==> src/rtl/inv_pwm_flags.sv <==
module inv_pwm_flags #(
  parameter int CNT_W = 16
) (
  input  logic             clk,
  input  logic             rst_n,
  input  logic             count_en,
  input  logic             wr_en,
  input  logic             wr_bit,
  input  logic [2:0]       wr_sel,
  input  logic [7:0]       wdata,
  output logic [7:0]       rdata,
  input  logic [5:0]       phase_out,
  input  logic [2:0]       det_en,
  input  logic             tri_mode,
  input  logic [CNT_W-1:0] sub_cnt,
  input  logic [CNT_W-1:0] period,
  input  logic             ccr1_wr,
  input  logic             reload_done,
  output logic             err_irq,
  output logic             cmp_wr_en
);
  localparam logic [CNT_W-1:0] LOW_EDGE = CNT_W'(2);

  logic             err_q, dir_q, rsf_q, det_q, irq_q;
  logic [CNT_W-1:0] prev_cnt;

  logic [2:0] pair_hit;
  always_comb
    for (int p = 0; p < 3; p++) pair_hit[p] = phase_out[2*p] & phase_out[2*p+1];

  wire det       = count_en && (det_en != 3'b000) && (|pair_hit);
  wire err_clear = wr_en && (wr_bit ? (wr_sel == 3'd2 && !wdata[0]) : !wdata[2]);

  wire [CNT_W-1:0] hi_edge = period - LOW_EDGE;
  wire in_mid  = (sub_cnt >= LOW_EDGE) && (sub_cnt <= hi_edge);
  wire rising  = sub_cnt > prev_cnt;
  wire falling = sub_cnt < prev_cnt;

  logic dir_nxt;
  always_comb begin
    dir_nxt = dir_q;
    if (!tri_mode)                dir_nxt = 1'b0;
    else if (sub_cnt == '0)       dir_nxt = 1'b0;
    else if (sub_cnt == period)   dir_nxt = 1'b1;
    else if (in_mid && rising)    dir_nxt = 1'b0;
    else if (in_mid && falling)   dir_nxt = 1'b1;
  end

  always_ff @(posedge clk or negedge rst_n) begin
    if (!rst_n) begin
      err_q    <= 1'b0;
      dir_q    <= 1'b0;
      rsf_q    <= 1'b0;
      det_q    <= 1'b0;
      irq_q    <= 1'b0;
      prev_cnt <= '0;
    end else if (!count_en) begin
      err_q    <= 1'b0;
      dir_q    <= 1'b0;
      rsf_q    <= 1'b0;
      det_q    <= 1'b0;
      irq_q    <= 1'b0;
      prev_cnt <= sub_cnt;
    end else begin
      det_q    <= det;
      irq_q    <= det && !det_q;
      prev_cnt <= sub_cnt;
      dir_q    <= dir_nxt;
      if (det)            err_q <= 1'b1;
      else if (err_clear) err_q <= 1'b0;
      if (ccr1_wr)          rsf_q <= 1'b1;
      else if (reload_done) rsf_q <= 1'b0;
    end
  end

  assign rdata     = {5'b00000, err_q, dir_q, rsf_q};
  assign err_irq   = irq_q;
  assign cmp_wr_en = !rsf_q;

  a_r2_disable_clears: assert property (@(posedge clk) disable iff (!rst_n)
    !count_en |=> (rdata == 8'h00 && !err_irq));
  a_r5_irq_sets_flag: assert property (@(posedge clk) disable iff (!rst_n)
    err_irq |-> rdata[2]);
  a_r5_irq_single: assert property (@(posedge clk) disable iff (!rst_n)
    err_irq |=> !err_irq);
  a_r4_gate_off: assert property (@(posedge clk) disable iff (!rst_n)
    (det_en == 3'b000 && !rdata[2]) |=> !err_irq);
  a_r8_dir_idle: assert property (@(posedge clk) disable iff (!rst_n)
    !tri_mode |=> !rdata[1]);
  a_r9_reload_set: assert property (@(posedge clk) disable iff (!rst_n)
    (count_en && ccr1_wr) |=> rdata[0]);
  a_r9_reload_clr: assert property (@(posedge clk) disable iff (!rst_n)
    (count_en && reload_done && !ccr1_wr) |=> !rdata[0]);
  a_r10_gate: assert property (@(posedge clk) disable iff (!rst_n)
    cmp_wr_en != rdata[0]);
endmodule

==> config.mk <==
export PLATFORM = sky130hd
export DESIGN_NAME = inv_pwm_flags
export DESIGN_NICKNAME = d
export VERILOG_FILES = /design/src/rtl/inv_pwm_flags.sv
export SDC_FILE = /design/constraint.sdc
export NUM_CORES = 1
export LEC_CHECK = 0
export CAP_MARGIN = 10
export CORE_MARGIN = 1
export CORE_UTILIZATION = 40
export DETAILED_ROUTE_END_ITERATION = 6
export GPL_TIMING_DRIVEN = 0
export PLACE_DENSITY_LB_ADDON = 0.08
export SYNTH_ARGS = -nofsm -noshare
export SYNTH_HDL_FRONTEND = slang
export SYNTH_SLANG_ARGS = --single-unit
==> constraint.sdc <==
create_clock -name clk -period 1.8 [get_ports clk]
set_input_delay 0.36 -clock clk [delete_from_list [all_inputs] [get_ports clk]]
set_output_delay 0.36 -clock clk [all_outputs]
set_load 0.01 [all_outputs]
==> impl_metrics.ini, run 1 <==
[clocking]
hold_buffers = 0
cts_buffers = 3
cts_tree = built
cts_sinks = 21
insertion_delay_ps = 250
cts_buffer_depth = 2
cts.root.buffer_cell = clkbuf_8
htreeDepth = 1
cts.reportedPaths.clkPinSlew_ps = 70

[sta]
clock-skew-final_ps = 0.9231
slew_headroom = 0.3870
setup_slack_ps = -1228
finalSetupViolCount = 1
clock.fmax_ghz = 0.3302
tightest_slew_ps = 916.7
min_period_ps = 3028
rsz0062_at_grt = true
finalMaxSlewViolations = 0
finalCritPeriodShare = 1.682
hold_viol = 0

[final_layout]
final_nets = 368
final_layout_size_suffix_gt1_frac = 0.1277
antenna_cells = 0
area_growth_syn_to_layout_pct = 44.18
stdcell_count = 326

[floorplanning]
die_area_um2 = 4922
io_pins = 70
rows = 24
die_y_um = 70.16
chipWidth_um = 70.16
core_um2 = 4414
initial_core_util = 0.4209

[detailed_routing]
num_vias = 1698
viasPerCell = 5.209
antenna_left = 0
wire_per_inst_um = 13.06
drt_wl_total_um = 4257
drc = 0
drtPass1Iterations = 4
drt_iter0_markers = 36

[worst_setup_path]
worstSetupStartpointType = primary input
worstSetupEndpointType = flip-flop
critPathSlowestCell = or4_4
cp.buffers_inverters = 1
crit_type = primary input to flip-flop
path_cells = buf_8 > or4_4 > or4_4 > nor3_4 > xnor2_1 > ha_1 > a21oi_1 > o21ai_0 > a211oi_1 > a31oi_2 > o41a_1 > a21oi_1
crit_family = compound AO/OA/AOI/OAI gates
arrival_ps = 3210
worstPathRequired_ps = 1980
path_max_fanout = 3
slowest_delay_ps = 530

[logic_synthesis]
synth.most_common_cell = ha_1
yosys_warnings = 0
synth_top_cell_area_share = 0.2828
synth_edf_count = 0
yosys.area.top_type = dfrtp_1
synthTopCellsByArea = dfrtp_1 (28%), ha_1 (22%), xnor2_1 (7.1%)
ys_seq_elements = 21
ys_types = 34
synth_cells = 204
synth_seq_area_share = 0.2828
synth-async-reset-ratio = 1.000
synth.avg_cell_area_um2 = 9.108
ys.flop_type = dfrtp_1
synthTopCellsByCount = ha_1 (33), dfrtp_1 (21), inv_1 (19)
synthesis.area_um2 = 1858

[pwr]
combinationalPowerShare = 0.364
peakVddDrop_mv = 0.2602
p_leak_nw = 1.214
power.internal_w = 0.0009033
p_seq_frac = 0.399
powerDensity_nw_per_um2 = 473.4
p_sw_frac = 0.2877
power.share.clock = 0.237
power_switching_w = 0.0003648

[grt]
overflow = 0
track_usage = 0.1858
use_met2 = 0.3248
antenna_found_initial = 0
grt_pass1_wl_um = 7396
grt_pass1_vias = 1720
grt_use_met1 = 0.2301
grt_max_degree = 22
grt_busiest_layer = met2
grt_use_met3 = 0.03030

[job]
maxCapViolCount = 0

[outcome]
status = complete, but fails checks
violations = setup timing

[placed_design]
dp_cells = 318
place_congestion = 0.7810
place_worst_setup_slack_ps = -2065
numPortBuffers = 58
dp_hpwl_um = 3525

[worst_hold_path]
hp-class = flip-flop to flip-flop
==> sequential cells by signal, indices dropped and copies added (netlist names) <==
register and count:
det_q 1, dir_q 1, err_irq 1, err_q 1, prev_cnt 16, rsf_q 1
==> area by class of cell <==
class / count / area (um^2)
fill: 406 / 1735
multi-input combinational: 160 / 1287
timing repair buffer: 62 / 624.3
sequential: 21 / 525.5
inverter: 19 / 71.32
tap: 52 / 65.06
buffer: 8 / 60.06
clock buffer: 4 / 45.04
==> per-layer routing <==
| metal | vias to the layer above | share of wire |
|---|---|---|
| li1 | 862 | - |
| met1 | 777 | 0.45 |
| met2 | 53 | 0.49 |
| met3 | 6 | 0.051 |
| met4 | 0 | 0.013 |
| met5 | - | 0 |
==> what timing repair did <==
| item | 4_1_cts | 5_1_grt |
|---|---|---|
| buffers inserted | 3 | 1 |
| pin swaps | 12 | 5 |
| setup endpoints to repair | 1 | 1 |
| gates resized for setup | 28 | 13 |
==> path summary, 6_finish.rpt <==
| kind | endpoint | cells past startpoint | startpoint | slack [ps] |
|---|---|---|---|---|
| max reg2reg | dir_q | 7 | prev_cnt[7] | -60 |
| min reg2reg | err_irq | 1 | det_q | 400 |
| max in group asynchronous | prev_cnt[2] | 1 | rst_n | 620 |
| min | err_irq | 1 | det_q | 400 |
| max | dir_q | 12 | period[7] | -1230 |
| min in group asynchronous | prev_cnt[8] | 1 | rst_n | 620 |
==> cells in the final DEF, fill, tap and decap left out, types with 2 or more instances in the layout <==
cell type,count
a21oi_1,14
buf_4,13
clkbuf_8,3
clkdlybuf4s50_1,48
conb_1,5
dfrtp_1,21
dlymetal6s2s_1,6
ha_1,32
inv_1,19
nand2_1,12
nand3_1,4
nand3b_1,2
nand4_1,8
nor2_1,9
nor2b_1,2
nor3_1,5
nor4_1,6
nor4_2,3
o211ai_1,2
o21ai_0,6
or4_4,2
xnor2_1,15
xor2_1,12
==> kinds of logic (layout without fill, tap and decap cells) <==
logic type | Yosys count | count (layout) | synth area share
buffers and inverters | 27 | 93 | 0.07071
AO/OA/AOI/OAI | 33 | 33 | 0.1131
flip-flops | 21 | 21 | 0.2828
AND/OR/NAND/NOR | 62 | 62 | 0.1818
adder cells (fa/ha/maj) | 33 | 33 | 0.2222
XOR/XNOR | 27 | 27 | 0.1273
other | 1 | 5 | 0.002018
==> per-stage QoR <==
stage	area, um^2	util	hold WS (ps)	total power, W	setup TNS [ps]
3_5_place_dp	2524	0.5717	392.9	0.0009636	-2065
4_1_cts	2624	0.5944	406.0	0.001281	-1359
3_3_place_gp	2524	0.5717	391.0	0.0009593	-2052
6_report	2679	0.6069	403.4	0.001268	-1228
5_1_grt	2679	0.6069	417.7	0.001369	-1361
2_1_floorplan	1878	-	64.41	0.0007315	-1206
==> power groups by stage <==
stage | Sequential, W | Clock, W | Combinational, W
2_1_floorplan | 0.000515 | 0 | 0.000217
5_1_grt | 0.000509 | 0.000339 | 0.000521
3_5_place_dp | 0.000515 | 0 | 0.000448
3_3_place_gp | 0.000515 | 0 | 0.000445
6_report | 0.000506 | 0.000300 | 0.000462
4_1_cts | 0.000506 | 0.000316 | 0.000460
Power figures use the tool's default switching activity.
==> inputs of run 2 (changes only) <==
--- a/constraint.sdc
+++ b/constraint.sdc
@@ -3,2 +3,2 @@
 set_output_delay 0.36 -clock clk [all_outputs]
-set_load 0.01 [all_outputs]
+set_load 0.1 [all_outputs]
==> impl_metrics.ini, run 2 (same netlist as run 1, synthesis figures left out) <==
[worst_setup_path]
cp.buffers_inverters = 1
worstPathRequired_ps = 1980
worstSetupStartpointType = primary input
crit_type = primary input to flip-flop
path_cells = buf_8 > or4_4 > or4_4 > nor3_4 > xnor2_1 > ha_1 > a21oi_1 > o21ai_0 > a211oi_1 > a31oi_2 > o41a_1 > a21oi_1
path_max_fanout = 3
crit_family = compound AO/OA/AOI/OAI gates
worstSetupEndpointType = flip-flop
arrival_ps = 3210
critPathSlowestCell = or4_4
slowest_delay_ps = 530

[clocking]
cts_sinks = 21
htreeDepth = 1
cts.root.buffer_cell = clkbuf_8
insertion_delay_ps = 250
cts_buffers = 3
cts_tree = built
cts_buffer_depth = 2
cts.reportedPaths.clkPinSlew_ps = 70

[final_layout]
top_register = prev_cnt
final_cell_mix = clkdlybuf4s50_1 (43), ha_1 (32), dfrtp_1 (21)
largest_reg_flops = 16
stdcell_count = 326
final_layout_size_suffix_gt1_frac = 0.1460
antenna_cells = 0
final_common_cell = clkdlybuf4s50_1
multiInputGateArea_um2 = 1287
fillCellCount = 407
final_nets = 368
final_util = 0.6069
seqCellArea_um2 = 525.5
area_growth_syn_to_layout_pct = 44.18

[detailed_routing]
drc = 0
drt_iter0_markers = 36
drt_wl_total_um = 4248
num_vias = 1702
antenna_left = 0
drtPass1Iterations = 4
wire_per_inst_um = 13.03
viasPerCell = 5.221

[sta]
hold_slack_ps = 403.4
clock-skew-final_ps = 0.9231
finalSetupViolCount = 1
clock.fmax_ghz = 0.3305
setup_slack_ps = -1225
finalMaxSlewViolations = 0
min_period_ps = 3025
finalCritPeriodShare = 1.681
hold_viol = 0
rsz0062_at_grt = true
slew_headroom = 0.3868
tightest_slew_ps = 916.9

[floorplanning]
die_y_um = 70.16
io_pins = 70
core_um2 = 4414
rows = 24
initial_core_util = 0.4209
die_area_um2 = 4922
chipWidth_um = 70.16

[grt]
grt_pass1_wl_um = 7396
antenna_found_initial = 0
grt_pass1_vias = 1720
grt_max_degree = 22
track_usage = 0.1858
overflow = 0

[pwr]
powerDensity_nw_per_um2 = 509.6
peakVddDrop_mv = 0.2616
p_leak_nw = 1.218

[placed_design]
dp_hpwl_um = 3525
place_congestion = 0.7810
numPortBuffers = 58
dp_cells = 318

[job]
maxCapViolCount = 0

[outcome]
violations = setup timing
status = complete, but fails checks

[worst_hold_path]
hp-class = flip-flop to flip-flop
run 2: cell types whose count changed in the layout (fill, tap and decap cells not counted):
cell / change
clkdlybuf4s15_2: +4
clkbuf_2: +1
clkdlybuf4s50_1: -5
run 2: final timing paths:
check / from / end / slack (ps) / depth (start not counted)
hold / removal: det_q / err_irq / 400 / 1
setup reg to reg: prev_cnt[7] / dir_q / -60 / 7
min in group asynchronous: rst_n / prev_cnt[8] / 620 / 1
hold reg to reg: det_q / err_irq / 400 / 1
max in group asynchronous: rst_n / prev_cnt[2] / 620 / 1
setup / recovery: period[7] / dir_q / -1230 / 12
run 2: worst reg2reg max path, cell delays in order (launching register included):
cell and delay (ps):
dfrtp_1 330, inv_1 40, ha_1 290, a21oi_1 150, o21ai_0 100, a221o_1 350
o41a_1 420, a21oi_1 120
run 2: report_power, final:
| part | leakage (nW) | internal, W | switching (W) |
|---|---|---|---|
| registers | 0.251 | 0.000498 | 0.00000756 |
| logic | 0.944 | 0.000244 | 0.000315 |
| clock network | 0.0228 | 0.000157 | 0.000143 |
| total | 1.22 | 0.000900 | 0.000465 |
run 2: metal layers:
layer | global-route usage | wire length, um | part of all wire
met1 | 0.2301 | 1908 | 0.45
met2 | 0.3248 | 2075 | 0.49
met3 | 0.03030 | 209 | 0.049
met4 | 0.06444 | 55 | 0.013
met5 | 0 | 0 | 0
run 2: final cells by class:
type / instances / share of cell area
Sequential cell: 21 / 0.1962
Timing Repair Buffer: 62 / 0.2331
Buffer: 8 / 0.02242
Multi-Input combinational cell: 160 / 0.4806
Inverter: 19 / 0.02662
Clock buffer: 4 / 0.01681
Tap cell: 52 / 0.02429
run 2: what timing repair did:
item	in CTS	in global routing
cloned	0	0
hold buffers	0	0
pin swaps	12	5
setup buffers	3	1
setup endpoints to repair	6	2
resized for setup	41	15
hold endpoints to repair	0	0
run 2: stage by stage:
| stage | power, W | instance area, um^2 | setup slack [ps] | setup TNS, ps |
|---|---|---|---|---|
| finish | 0.001365 | 2679 | -1225 | -1225 |
| global route | 0.001466 | 2679 | -1361 | -1361 |
| CTS | 0.001379 | 2628 | -1359 | -1359 |
| detailed placement | 0.001065 | 2524 | -2065 | -2491 |
| global placement | 0.001060 | 2524 | -2052 | -2465 |
| floorplan | 0.0008329 | 1878 | -1206 | -1206 |
